===== src/rtl/cascade_pkg.sv =====
package cascade_pkg;

  typedef enum logic {
    ROLE_SLAVE  = 1'b0,
    ROLE_MASTER = 1'b1
  } role_e;

  // bit 1: buffered operation, bit 0: programmed role when buffered
  typedef enum logic [1:0] {
    CFG_PIN_A  = 2'b00,
    CFG_PIN_B  = 2'b01,
    CFG_BUF_SL = 2'b10,
    CFG_BUF_MS = 2'b11
  } bufcfg_e;

  function automatic logic is_buffered(input logic [1:0] cfg);
    return cfg[1];
  endfunction

  function automatic role_e pick_role(input logic [1:0] cfg, input logic pin);
    logic sel;
    sel = is_buffered(cfg) ? cfg[0] : pin;
    return sel ? ROLE_MASTER : ROLE_SLAVE;
  endfunction

endpackage


===== src/rtl/cas_role_sel.sv =====
module cas_role_sel
  import cascade_pkg::*;
(
  input  logic [1:0] bufcfg,
  input  logic       spen_in,
  output role_e      role_now,
  output logic       pin_is_out
);

  always_comb begin
    role_now   = pick_role(bufcfg, spen_in);
    pin_is_out = is_buffered(bufcfg);
  end

endmodule


===== src/rtl/cas_master_drv.sv =====
module cas_master_drv
  import cascade_pkg::*;
#(
  parameter int CAS_W  = 3,
  localparam int LEVELS = 1 << CAS_W
) (
  input  role_e              role_now,
  input  logic               ack_active,
  input  logic [CAS_W-1:0]   ack_level,
  input  logic [LEVELS-1:0]  slave_map,
  input  logic               vec_phase,
  output logic               slave_hit,
  output logic               drive_nx,
  output logic [CAS_W-1:0]   code_nx,
  output logic               mvec_nx
);

  function automatic logic level_has_slave(input logic [LEVELS-1:0] map,
                                           input logic [CAS_W-1:0] lvl);
    return map[lvl];
  endfunction

  logic am_master;

  always_comb begin
    am_master = (role_now == ROLE_MASTER);
    slave_hit = level_has_slave(slave_map, ack_level);
    drive_nx  = am_master && ack_active && slave_hit;
    code_nx   = drive_nx ? ack_level : '0;
    mvec_nx   = am_master && vec_phase && !slave_hit;
  end

endmodule


===== src/rtl/cas_slave_cmp.sv =====
module cas_slave_cmp
  import cascade_pkg::*;
#(
  parameter int CAS_W = 3
) (
  input  role_e            role_now,
  input  logic             vec_phase,
  input  logic [CAS_W-1:0] cas_in,
  input  logic [CAS_W-1:0] my_id,
  output logic             id_match,
  output logic             svec_nx
);

  function automatic logic same_id(input logic [CAS_W-1:0] a,
                                   input logic [CAS_W-1:0] b);
    return (a ^ b) == '0;
  endfunction

  always_comb begin
    id_match = same_id(cas_in, my_id);
    svec_nx  = (role_now == ROLE_SLAVE) && vec_phase && id_match;
  end

endmodule


===== src/rtl/cascade_bus.sv =====
module cascade_bus
  import cascade_pkg::*;
#(
  parameter int CAS_W  = 3,
  localparam int LEVELS = 1 << CAS_W
) (
  input  logic              clk,
  input  logic              rst_n,
  input  logic [1:0]        bufcfg,
  input  logic              spen_in,
  output logic              spen_out,
  output logic              spen_oe,
  input  logic [LEVELS-1:0] slave_map,
  input  logic [CAS_W-1:0]  my_id,
  input  logic              ack_active,
  input  logic [CAS_W-1:0]  ack_level,
  input  logic              vec_phase,
  input  logic              rd_status,
  input  logic [CAS_W-1:0]  cas_in,
  output logic [CAS_W-1:0]  cas_out,
  output logic              cas_oe,
  output logic              is_master,
  output logic              vec_en,
  output logic              bus_drive
);

  // named internal events, observed by the checker
  role_e            role_now;
  logic             pin_is_out;
  logic             slave_hit;
  logic             drive_nx;
  logic [CAS_W-1:0] code_nx;
  logic             mvec_nx;
  logic             id_match;
  logic             svec_nx;
  logic             vec_nx;
  logic             bus_nx;

  cas_role_sel u_role (
    .bufcfg     (bufcfg),
    .spen_in    (spen_in),
    .role_now   (role_now),
    .pin_is_out (pin_is_out)
  );

  cas_master_drv #(.CAS_W(CAS_W)) u_mst (
    .role_now   (role_now),
    .ack_active (ack_active),
    .ack_level  (ack_level),
    .slave_map  (slave_map),
    .vec_phase  (vec_phase),
    .slave_hit  (slave_hit),
    .drive_nx   (drive_nx),
    .code_nx    (code_nx),
    .mvec_nx    (mvec_nx)
  );

  cas_slave_cmp #(.CAS_W(CAS_W)) u_slv (
    .role_now  (role_now),
    .vec_phase (vec_phase),
    .cas_in    (cas_in),
    .my_id     (my_id),
    .id_match  (id_match),
    .svec_nx   (svec_nx)
  );

  always_comb begin
    vec_nx = mvec_nx || svec_nx;
    bus_nx = vec_nx || rd_status;
  end

  always_ff @(posedge clk) begin
    if (!rst_n) begin
      is_master <= 1'b0;
      cas_oe    <= 1'b0;
      cas_out   <= '0;
      vec_en    <= 1'b0;
      bus_drive <= 1'b0;
      spen_oe   <= 1'b0;
      spen_out  <= 1'b0;
    end else begin
      is_master <= (role_now == ROLE_MASTER);
      cas_oe    <= drive_nx;
      cas_out   <= code_nx;
      vec_en    <= vec_nx;
      bus_drive <= bus_nx;
      spen_oe   <= pin_is_out;
      spen_out  <= pin_is_out && bus_nx;
    end
  end

endmodule


===== config.mk =====
export PLATFORM = sky130hd
export DESIGN_NAME = cascade_bus
export DESIGN_NICKNAME = d
export VERILOG_FILES = /design/src/rtl/cascade_pkg.sv /design/src/rtl/cas_role_sel.sv /design/src/rtl/cas_master_drv.sv /design/src/rtl/cas_slave_cmp.sv /design/src/rtl/cascade_bus.sv
export SDC_FILE = /design/constraint.sdc
export NUM_CORES = 1
export LEC_CHECK = 0
export ABC_AREA = 0
export CAP_MARGIN = 20
export CORE_AREA = 2 2 39 41
export CTS_BUF_LIST = sky130_fd_sc_hd__clkbuf_8
export CTS_CLUSTER_DIAMETER = 30
export CTS_CLUSTER_SIZE = 8
export DETAILED_ROUTE_END_ITERATION = 8
export DIE_AREA = 0 0 41 43
export DONT_BUFFER_PORTS = 1
export GPL_ROUTABILITY_DRIVEN = 1
export PLACE_DENSITY = 0.58
export SLEW_MARGIN = 20
export SYNTH_ARGS = -nofsm -noshare
export SYNTH_HDL_FRONTEND = slang
export SYNTH_SLANG_ARGS = --single-unit

===== constraint.sdc =====
create_clock -name clk -period 1.2 [get_ports clk]
set_input_delay 0.18 -clock clk [delete_from_list [all_inputs] [get_ports clk]]
set_output_delay 0.18 -clock clk [all_outputs]
set_load 0.01 [all_outputs]

==> key figures, run 1 <==
Final layout
  • Area growth from synthesis to layout: 16.1%
  • Fin nets: 74
  • Layout cell share with drive strength beyond 1: 0.229
  • Register area: around 180 µm²
  • Non-filler instance count after layout: 64
  • Multi-input logic area: 272 µm²
  • # diodes: 0
  • FILL cells: approximately 150

Clock tree
  • Total CTS buffers: 3
  • Clk pin slew, worst setup/hold paths: approximately 0.040 ns
  • Root Buffer: clkbuf_8
  • CTS max path bufs: 2
  • Cells resized by post-CTS repair: 0
  • Hold buffers post-CTS: 0
  • CTS tree: built
  • CTS H-tree lvls: 1
  • Postcts setup bufs: 0
  • Clock sinks: 9

Synth
  • Post-Syn Area per Cell: about 11 µm²
  • Yosys warning count: 0
  • Number of synthesized flops with an enable pin: 0
  • Library cells used by synthesis: 21
  • Main synth FF type: dfxtp_1
  • Yosys top cell by area: dfxtp_1
  • Synth top cells by count: 9 x dfxtp_1, 5 x and2_1, 4 x nand2_1
  • Sequential area share after synthesis: 0.399
  • Synthesized area: 452 µm²
  • Synth top area share: 0.399
  • Seq cells post-synth: 9
  • Mapped Nets: a little under 70
  • Async set-reset flop share out of synthesis: 0
  • Most frequent cell after synthesis: dfxtp_1
  • Top post-synthesis cells by area: dfxtp_1 40%, mux2_2 7.5%, and2_1 6.9%
  • Cells after synthesis: 43

GRT
  • Global route overflow: 0
  • Initial antenna violation count: 0
  • Gr usage total: 0.0893
  • Vias in the first global route: about 280
  • Largest net degree at the start of global routing: 8
  • First-pass GRT wire length: between 1000 and 1500 µm

Critical path
  • Worst Path Buf+Inv: 0
  • Critical path startpoint category: input pin
  • Largest stage delay, worst path: between 0.3 and 0.4 ns
  • Crit path capture type: flop
  • Req. time, crit path: approximately 1.3 ns
  • WS Path Type: input pin to flop
  • Crit-path slowest cell: mux2_1
  • Worst EP arrival: 1.08 ns
  • Worst Path Max Fanout: 5
  • Crit path max-delay family: compound AO/OA/AOI/OAI gates
  • Crit-path cells: mux2_1 > a2bb2o_4 > nor2_1 > o311ai_2

Floorplanning
  • # rows: 14
  • Die Y: 43 µm
  • CORE AREA: between 1000 and 1500 µm²
  • Full die area: 1760 µm²
  • Initial Util: 0.326
  • # IOs: 34
  • DIE WIDTH: between 40 and 50 µm

Drt
  • DRC viols: 0
  • Drt wl/cell: around 12 µm
  • Via count: 330
  • Via/cell ratio: approximately 5.2
  • Final antenna-violating net count: 0
  • DRT Wirelength: roughly 740 µm
  • Initial DRC count: 2
  • Pre-antenna DRT Iters: 3

Placement
  • Cells after DPL: 60
  • Port bufs: 0
  • DP HPWL: roughly 640 µm
  • Routability Congestion: 0.671

Pwr
  • Maximum VDD drop: roughly 0.0003 V
  • Pwr Density: 1390 nW/µm²
  • Leakage: 0.209 nW

STA
  • Fin crit period: roughly 0.96 ns
  • Max transition margin: 0.767
  • Final setup vio count: 0
  • Worst Max-Slew Pin Slew: 0.347 ns
  • Final hold violations: 0
  • Final Slew Violations: 0
  • RSZ-0062 raised after global routing: false
  • Final Cycle Share: 0.797
  • FMAX: around 1000 MHz
  • Setup TNS: 0 ns

Job
  • Maxcap violations: 0

Worst hold path
  • Min-delay src: ack_level[0]
  • Min-Delay Endpoint: cas_out[0]
  • Worst Hold Class: input pin to flop
  • Hold Path Stages: 1

Status
  • Outcome: complete, no violations
-- layout make-up --
type                    instances  area share
clock inverters                 1     0.00716
multi-input cells              34       0.518
flip-flops and latches          9       0.344
clock buffers                   3      0.0788
well taps                      16      0.0382
repair buffers                  1      0.0143
-- registers in the layout (all words and copies together), names as in the netlist --
name	flops
cas_out	3
cas_oe	1
spen_oe	1
spen_out	1
bus_drive	1
is_master	1
vec_en	1
-- per-stage QoR --
step / util / area (µm²) / total power [W] / hold slack, ns / setup slack (ns)
2_1_floorplan: - / 452 / 0.000404 / 0.299 / 0.0638
3_3_place_gp: 0.346 / 479 / 0.000416 / 0.308 / 0.0336
3_5_place_dp: 0.346 / 479 / 0.000417 / 0.305 / 0.0310
4_1_cts: 0.379 / 524 / 0.000744 / 0.0716 / 0.235
5_1_grt: 0.379 / 524 / 0.000762 / 0.0710 / 0.232
6_report: 0.379 / 524 / 0.000731 / 0.0779 / 0.244
-- per-layer routing --
| metal | vias up | track usage | wire (µm) |
|---|---|---|---|
| li1 | 166 | - | - |
| met1 | 148 | 0.0801 | 275 |
| met2 | 14 | 0.141 | 391 |
| met3 | 2 | 0.0209 | 58 |
| met4 | 0 | 0.100 | 14 |
| met5 | - | 0 | 0 |
-- worst max path at each step --
stage,start,endpoint,slack (ns),cells after the start
after global placement,ack_level[0],bus_drive,0.03,4
after CTS,ack_level[0],bus_drive,0.24,4
after global routing,ack_level[0],bus_drive,0.23,4
after floorplan,ack_level[0],bus_drive,0.06,4
final,ack_level[0],bus_drive,0.24,4
after detailed placement,ack_level[0],bus_drive,0.03,4
-- cells by family (layout without fill, tap and decap cells) --
logic type             count (synthesis)  after routing  synth area share
multiplexers                           6              6             0.144
flip-flops                             9              9             0.399
AO/OA/AOI/OAI                          7              7             0.166
XOR/XNOR                               3              3            0.0582
buffers and inverters                  0              5                 0
AND/OR/NAND/NOR                       18             18             0.233
-- where the power goes --
part           total (W)  internal, W  leakage (nW)  switching [W]
sequential      0.000328     0.000316        0.0739      0.0000120
combinational  0.0000835    0.0000464         0.108      0.0000371
clock           0.000320     0.000221        0.0269      0.0000990
-- layout by cell type (no fill, tap or decap), types with 2 or more instances in the layout --
| cell | instances |
|---|---|
| nand2b_1 | 2 |
| nand2_1 | 4 |
| xor2_1 | 3 |
| clkbuf_8 | 3 |
| mux2_2 | 3 |
| mux2i_1 | 2 |
| nor2_1 | 2 |
| and2_1 | 5 |
| dfxtp_1 | 9 |
Power figures use the tool's default switching activity.
==> inputs of run 2 (changes only) <==
- ABC_AREA: 0 -> 1
- PLACE_DENSITY: 0.58 -> 0.61
- clock period: 1.2 -> 0.8 ns (I/O delays scaled with it)
==> run 2 against run 1 <==
  * Critical path depth is 4 lower
  * Clock power increased by 51%
  * Synthesized cell count is 49% higher
  * Largest power group unchanged
  * Critical endpoint is now vec_en
  * Flip-flop and latch count did not move
==> key figures, run 2 <==
Status
  • Outcome: complete, no violations

Synth
  • Post-Syn Area per Cell: 7.27 µm² (-31%)
  • Most frequent cell after synthesis: inv_1
  • Synth Area in Adders: 0 (unchanged)
  • Synthesized area: 465 µm² (+3.0%)
  • Top post-synthesis cells by area: dfxtp_1 39%, inv_1 11%, nand3_2 11%
  • Library cells used by synthesis: 15 (-29%)
  • Yosys top cell by area: dfxtp_1
  • Yosys warning count: 0 (unchanged)
  • Cells after synthesis: 64 (+49%)
  • Main combinational cell family by area after synthesis: simple AND/OR/NAND/NOR gates
  • Post-synthesis mux area share: 0 (-0.144)
  • Async set-reset flop share out of synthesis: 0 (unchanged)
  • Synth top area share: 0.387 (-0.0118)
  • Sequential area share after synthesis: 0.387 (-0.0118)
  • Number of synthesized flops with an enable pin: 0 (unchanged)
  • Seq cells post-synth: 9 (unchanged)
  • Main synth FF type: dfxtp_1
  • Compound-Gate Fraction of Synth Area: 0.0296 (-0.137)
  • Simple-Gate Fraction of Synth Area: 0.358 (+0.125)
  • Post-Synth XOR/XNOR Area: 0.0565 (-0.00172)
  • Mapped Nets: 89 (+31%)
  • Synth top cells by count: 14 x inv_1, 13 x nand2_1, 9 x dfxtp_1

Pwr
  • Total power: 0.00110 W (+50%)
  • Switch Pwr: 0.000235 W (+59%)
  • Maximum VDD drop: 0.000482 V (+60%)
  • Leakage: 0.322 nW (+54%)
  • Sw frac: 0.214 (+0.0115)
  • Seq pwr share: 0.443 (-0.005)
  • Clock power frac: 0.440 (+0.003)
  • Pwr Density: 1970 nW/µm² (+41%)
  • Combinational share of power: 0.117 (+0.003)
  • Internal Power: 0.000863 W (+48%)

GRT
  • Vias in the first global route: 331 (+19%)
  • Initial antenna violation count: 0 (unchanged)
  • First-pass GRT wire length: 1300 µm (+26%)
  • Global route overflow: 0 (unchanged)
  • Largest net degree at the start of global routing: 6 (-2)
  • Gr usage total: 0.110 (+0.0211)

Clock tree
  • CTS max path bufs: 2 (unchanged)
  • Cells resized by post-CTS repair: 0 (unchanged)
  • CTS tree: built
  • Root Buffer: clkbuf_8
  • Clock sinks: 9 (unchanged)
  • CTS H-tree lvls: 1 (unchanged)
  • Postcts setup bufs: 0 (unchanged)
  • Total CTS buffers: 3 (unchanged)
  • Clk pin slew, worst setup/hold paths: 0.04 ns (about the same)

Final layout
  • Max reg flops: 3 (unchanged)
  • # diodes: 0 (unchanged)
  • Commonest non-fill, non-tap cell in the layout: inv_1
  • Most frequent cells in the layout: 15 x inv_1, 13 x nand2_1, 9 x dfxtp_1
  • Most flop-heavy register: cas_out
  • Non-filler instance count after layout: 87 (+36%)
  • Area growth from synthesis to layout: 19.9%
  • Fin nets: 97 (+31%)
  • Layout cell share with drive strength beyond 1: 0.282 (+0.0525)

Drt
  • Via count: 358 (+8.5%)
  • M1 WL: 286 µm (+4.0%)
  • Via/cell ratio: 4.11 (-20%)
  • Final antenna-violating net count: 0 (unchanged)
  • DRT Wirelength: 755 µm (+1.9%)
  • Drt wl/cell: 8.68 µm (-25%)
  • Initial DRC count: 2 (unchanged)
  • Met2 WL: 402 µm (+2.8%)
  • Pre-antenna DRT Iters: 3 (unchanged)
  • DR top layer: met4
  • DRC viols: 0 (unchanged)
  • Met3 wire length: 50 µm (-14%)

Placement
  • DP HPWL: 662 µm (+4.1%)
  • Cells after DPL: 81 (+35%)
  • Routability Congestion: 0.659 (-1.8%)
  • Port bufs: 0 (unchanged)

Critical path
  • Worst Path Max Fanout: 1 (-4)
  • Critical path startpoint category: flop
  • Crit path capture type: primary output
  • Req. time, crit path: 0.68 ns (-0.65 ns)
  • Worst EP arrival: 0.58 ns (-0.50 ns)
  • WS Path Type: flop to primary output

Floorplanning
  • Die Y: 43 µm (unchanged)
  • # IOs: 34 (unchanged)
  • DIE WIDTH: 41 µm (unchanged)
  • CORE AREA: 1380 µm² (unchanged)
  • # rows: 14 (unchanged)
  • Initial Util: 0.336 (+0.00995)
  • Full die area: 1760 µm² (unchanged)

STA
  • Fin crit period: between 0.6 and 0.7 ns
  • Final hold slack: 0.0121 ns (-0.0658 ns)
  • FMAX: around 1400 MHz
  • Final setup vio count: 0 (unchanged)
  • Max transition margin: 0.907 (+0.141)
  • Worst Max-Slew Pin Slew: 0.139 ns (-0.208 ns)
  • Final Slew Violations: 0 (unchanged)
  • Final Cycle Share: 0.875
  • Final hold violations: 0 (unchanged)
  • RSZ-0062 raised after global routing: false
  • Setup TNS: 0 ns (unchanged)

Worst hold path
  • Worst Hold Class: input pin to flop

Job
  • Maxcap violations: 0 (unchanged)
run 2: cell count changes after synthesis, moves of 2 or more:
| cell | before | now |
|---|---|---|
| and2_1 | 5 | 0 |
| inv_1 | 0 | 14 |
| inv_2 | 0 | 6 |
| mux2_2 | 3 | 0 |
| mux2i_1 | 2 | 0 |
| nand2_1 | 4 | 13 |
| nand2_2 | 0 | 2 |
| nand2b_1 | 2 | 0 |
| nand3_2 | 0 | 5 |
| nor2_1 | 2 | 4 |
| xnor2_1 | 0 | 3 |
| xor2_1 | 3 | 0 |
run 2: cell type report:
type / instances / area, µm²
tap: 16 / 20.0
inverter: 21 / 78.8
clock buffer: 3 / 41.3
multi-input combinational: 34 / 206
clock inverter: 1 / 3.75
fill: 147 / 826
timing repair buffer: 3 / 27.5
sequential: 9 / 180
run 2: path summary, 6_finish.rpt:
| kind | from | endpoint | slack [ns] | depth (start not counted) |
|---|---|---|---|---|
| worst max-delay path | vec_en | vec_en | 0.10 | 0 |
| worst min-delay path | bufcfg[1] | spen_oe | 0.01 | 2 |
run 2: through the flow:
stage          instance area [µm²]  setup WS [ns]  utilization
6_report                       558          0.100        0.403
4_1_cts                        558         0.0924        0.403
3_3_place_gp                   493        0.00889        0.356
5_1_grt                        558         0.0763        0.403
3_5_place_dp                   493       0.000125        0.356
2_1_floorplan                  465         0.0705            -
run 2: routing by layer:
layer | global-route usage | up-vias
met2 | 0.150 | 16
li1 | - | 198
met1 | 0.141 | 142
met5 | 0 | -
met3 | 0.0157 | 2
met4 | 0.100 | 0
run 2: repair_timing:
action,CTS,global route
hold buffers,2,0
hold endpoints to repair,2,0
setup endpoints to repair,0,0
run 2: kinds of logic (layout without fill, tap and decap cells):
kind of cell | count (synthesis) | after routing
AOI/OAI and AO/OA | 2 | 2
xor gates and xnor gates | 3 | 3
buffers and inverters | 21 | 28
DFF | 9 | 9
and+or+nand+nor | 29 | 29
run 2: power groups by stage:
stage / sequential [W] / combinational (W) / clock [W]
after floorplan: 0.000493 / 0.000106 / 0
after global placement: 0.000495 / 0.000120 / 0
after detailed placement: 0.000495 / 0.000122 / 0
after CTS: 0.000487 / 0.000131 / 0.000497
after global routing: 0.000489 / 0.000153 / 0.000505
final: 0.000487 / 0.000129 / 0.000483
==> inputs of run 3 (changes only) <==
- ABC_AREA: 1 -> not set
- CTS_CLUSTER_DIAMETER: 30 -> 150
- PLACE_DENSITY: 0.61 -> 0.59
==> run 3 against run 2 <==
  * Sequential share of layout area increased by 0.29 points
  * Cell area decreased by 0.90%
  * First-iteration DRC count increased to 3.0 times the previous value
  * Clock-buffer cell count unchanged
  * Fmax decreased by 11%
  * Total power increased by 3.6%
  * Critical path depth increased by 4
  * Non-clock buffer count decreased by 1
  * Sequential power increased by 1%
  * Largest cell class unchanged
==> key figures, run 3 (synthesized netlist as in run 1, its figures left out) <==
Final layout
  • # diodes: 0 (unchanged)
  • Most flop-heavy register: cas_out
  • Post-route cell area: 553 µm² (-0.90%)
  • Max reg flops: 3 (unchanged)
  • Layout cell share with drive strength beyond 1: 0.286 (+0.00402)
  • Fin nets: 75 (-23%)
  • Commonest non-fill, non-tap cell in the layout: dfxtp_1
  • Most frequent cells in the layout: 9 x dfxtp_1, 5 x and2_1, 4 x nand2_1
  • Area growth from synthesis to layout: 22.4%

Job
  • Maxcap violations: 0 (unchanged)

GRT
  • Gr usage total: 0.121 (+0.0103)
  • First-pass GRT wire length: 1420 µm (+9.6%)
  • Vias in the first global route: 322 (-2.7%)
  • Global route overflow: 0 (unchanged)
  • Largest net degree at the start of global routing: 8 (+2)
  • Initial antenna violation count: 0 (unchanged)

STA
  • Final setup vio count: 0 (unchanged)
  • Final hold violations: 0 (unchanged)
  • RSZ-0062 raised after global routing: true
  • Final Cycle Share: 0.983 (+0.109)
  • Fin crit period: 0.787 ns (+0.0870 ns)
  • Final hold slack: 0.0159 ns (+0.00379 ns)
  • Final Slew Violations: 0 (unchanged)
  • Worst Max-Slew Pin Slew: 0.325 ns (+0.186 ns)
  • FMAX: 1270 MHz (-11%)
  • Max transition margin: 0.777 (-0.130)

Pwr
  • Leakage: 0.227 nW (-30%)
  • Total power: 0.00114 W (+3.6%)
  • Maximum VDD drop: 0.000496 V (+2.9%)
  • Pwr Density: 2060 nW/µm² (+4.5%)

Clock tree
  • Hold buffers post-CTS: 0 (-2)
  • Cells resized by post-CTS repair: 0 (unchanged)
  • Root Buffer: clkbuf_8
  • Clk pin slew, worst setup/hold paths: 0.04 ns (about the same)
  • Clock sinks: 9 (unchanged)
  • CTS H-tree lvls: 1 (unchanged)
  • CTS tree: built
  • Total CTS buffers: 3 (unchanged)
  • Postcts setup bufs: 0 (unchanged)
  • CTS max path bufs: 2 (unchanged)

Placement
  • DP HPWL: 734 µm (+11%)
  • Port bufs: 0 (unchanged)
  • Routability Congestion: 0.698 (+5.9%)
  • Dpl cell area: 508 µm² (+3.0%)

Drt
  • Via/cell ratio: 5.25 (+27%)
  • DRT Wirelength: 913 µm (+21%)
  • Final antenna-violating net count: 0 (unchanged)
  • DRC viols: 0 (unchanged)
  • Initial DRC count: 6 (+4)
  • Drt wl/cell: 14.0 µm (+62%)
  • Via count: 341 (-4.7%)
  • Pre-antenna DRT Iters: 4 (+1)

Floorplanning
  • # rows: 14 (unchanged)
  • Initial Util: 0.326 (-0.00995)
  • # IOs: 34 (unchanged)
  • DIE WIDTH: 41 µm (unchanged)
  • CORE AREA: 1380 µm² (unchanged)
  • Full die area: 1760 µm² (unchanged)
  • Die Y: 43 µm (unchanged)

Critical path
  • Worst Path Max Fanout: 5 (+4)
  • Crit path capture type: flop
  • Critical path startpoint category: input pin
  • Worst EP arrival: 0.91 ns (+0.33 ns)
  • WS Path Type: input pin to flop
  • Req. time, crit path: 0.93 ns (+0.25 ns)

Status
  • Outcome: complete, no violations

Worst hold path
  • Worst Hold Class: input pin to flop
## run 3: cell types whose count changed in the layout (fill, tap and decap cells not counted), moves of 5 or more
cell     before  now
and2_1        0    5
inv_1        15    1
inv_2         6    0
nand2_1      13    4
nand3_2       5    0
## run 3: power by group
part           internal (W)  switching (W)  leakage (nW)  total (W)
combinational     0.0000862      0.0000655         0.126   0.000152
sequential         0.000473      0.0000187        0.0739   0.000492
clock              0.000333       0.000161        0.0269   0.000494
total              0.000892       0.000245         0.227    0.00114
## run 3: layer usage
layer	vias up	routed length, µm	track usage
met5	-	0	0
met4	0	0	0.0600
met1	153	311	0.139
met3	0	94	0.0366
met2	21	506	0.191
li1	167	-	-
## run 3: layout make-up
cell class	count	area [µm²]
clock inverter	1	3.75
sequential	9	180
multi-input combinational	34	293
fill	138	831
clock buffer	3	41.3
tap	16	20.0
timing repair buffer	2	15.0
## run 3: metrics by stage
step	worst slack (ns)	std cells	utilization	TNS, ns
2_1_floorplan	-0.149	43	-	-0.586
3_3_place_gp	-0.167	61	0.367	-0.862
3_5_place_dp	-0.204	61	0.367	-0.981
4_1_cts	0.0310	65	0.400	0
5_1_grt	-0.00999	65	0.400	-0.00999
6_report	0.0134	65	0.400	0
## run 3: worst max-delay path, stage by stage
cell	delay, ns
mux2_4	0.29
o22ai_4	0.20
nor2_2	0.09
o311ai_2	0.22
## run 3: worst paths after layout
| path | startpoint | end | depth (start not counted) |
|---|---|---|---|
| setup / recovery | ack_level[0] | bus_drive | 4 |
| hold / removal | rst_n | is_master | 1 |
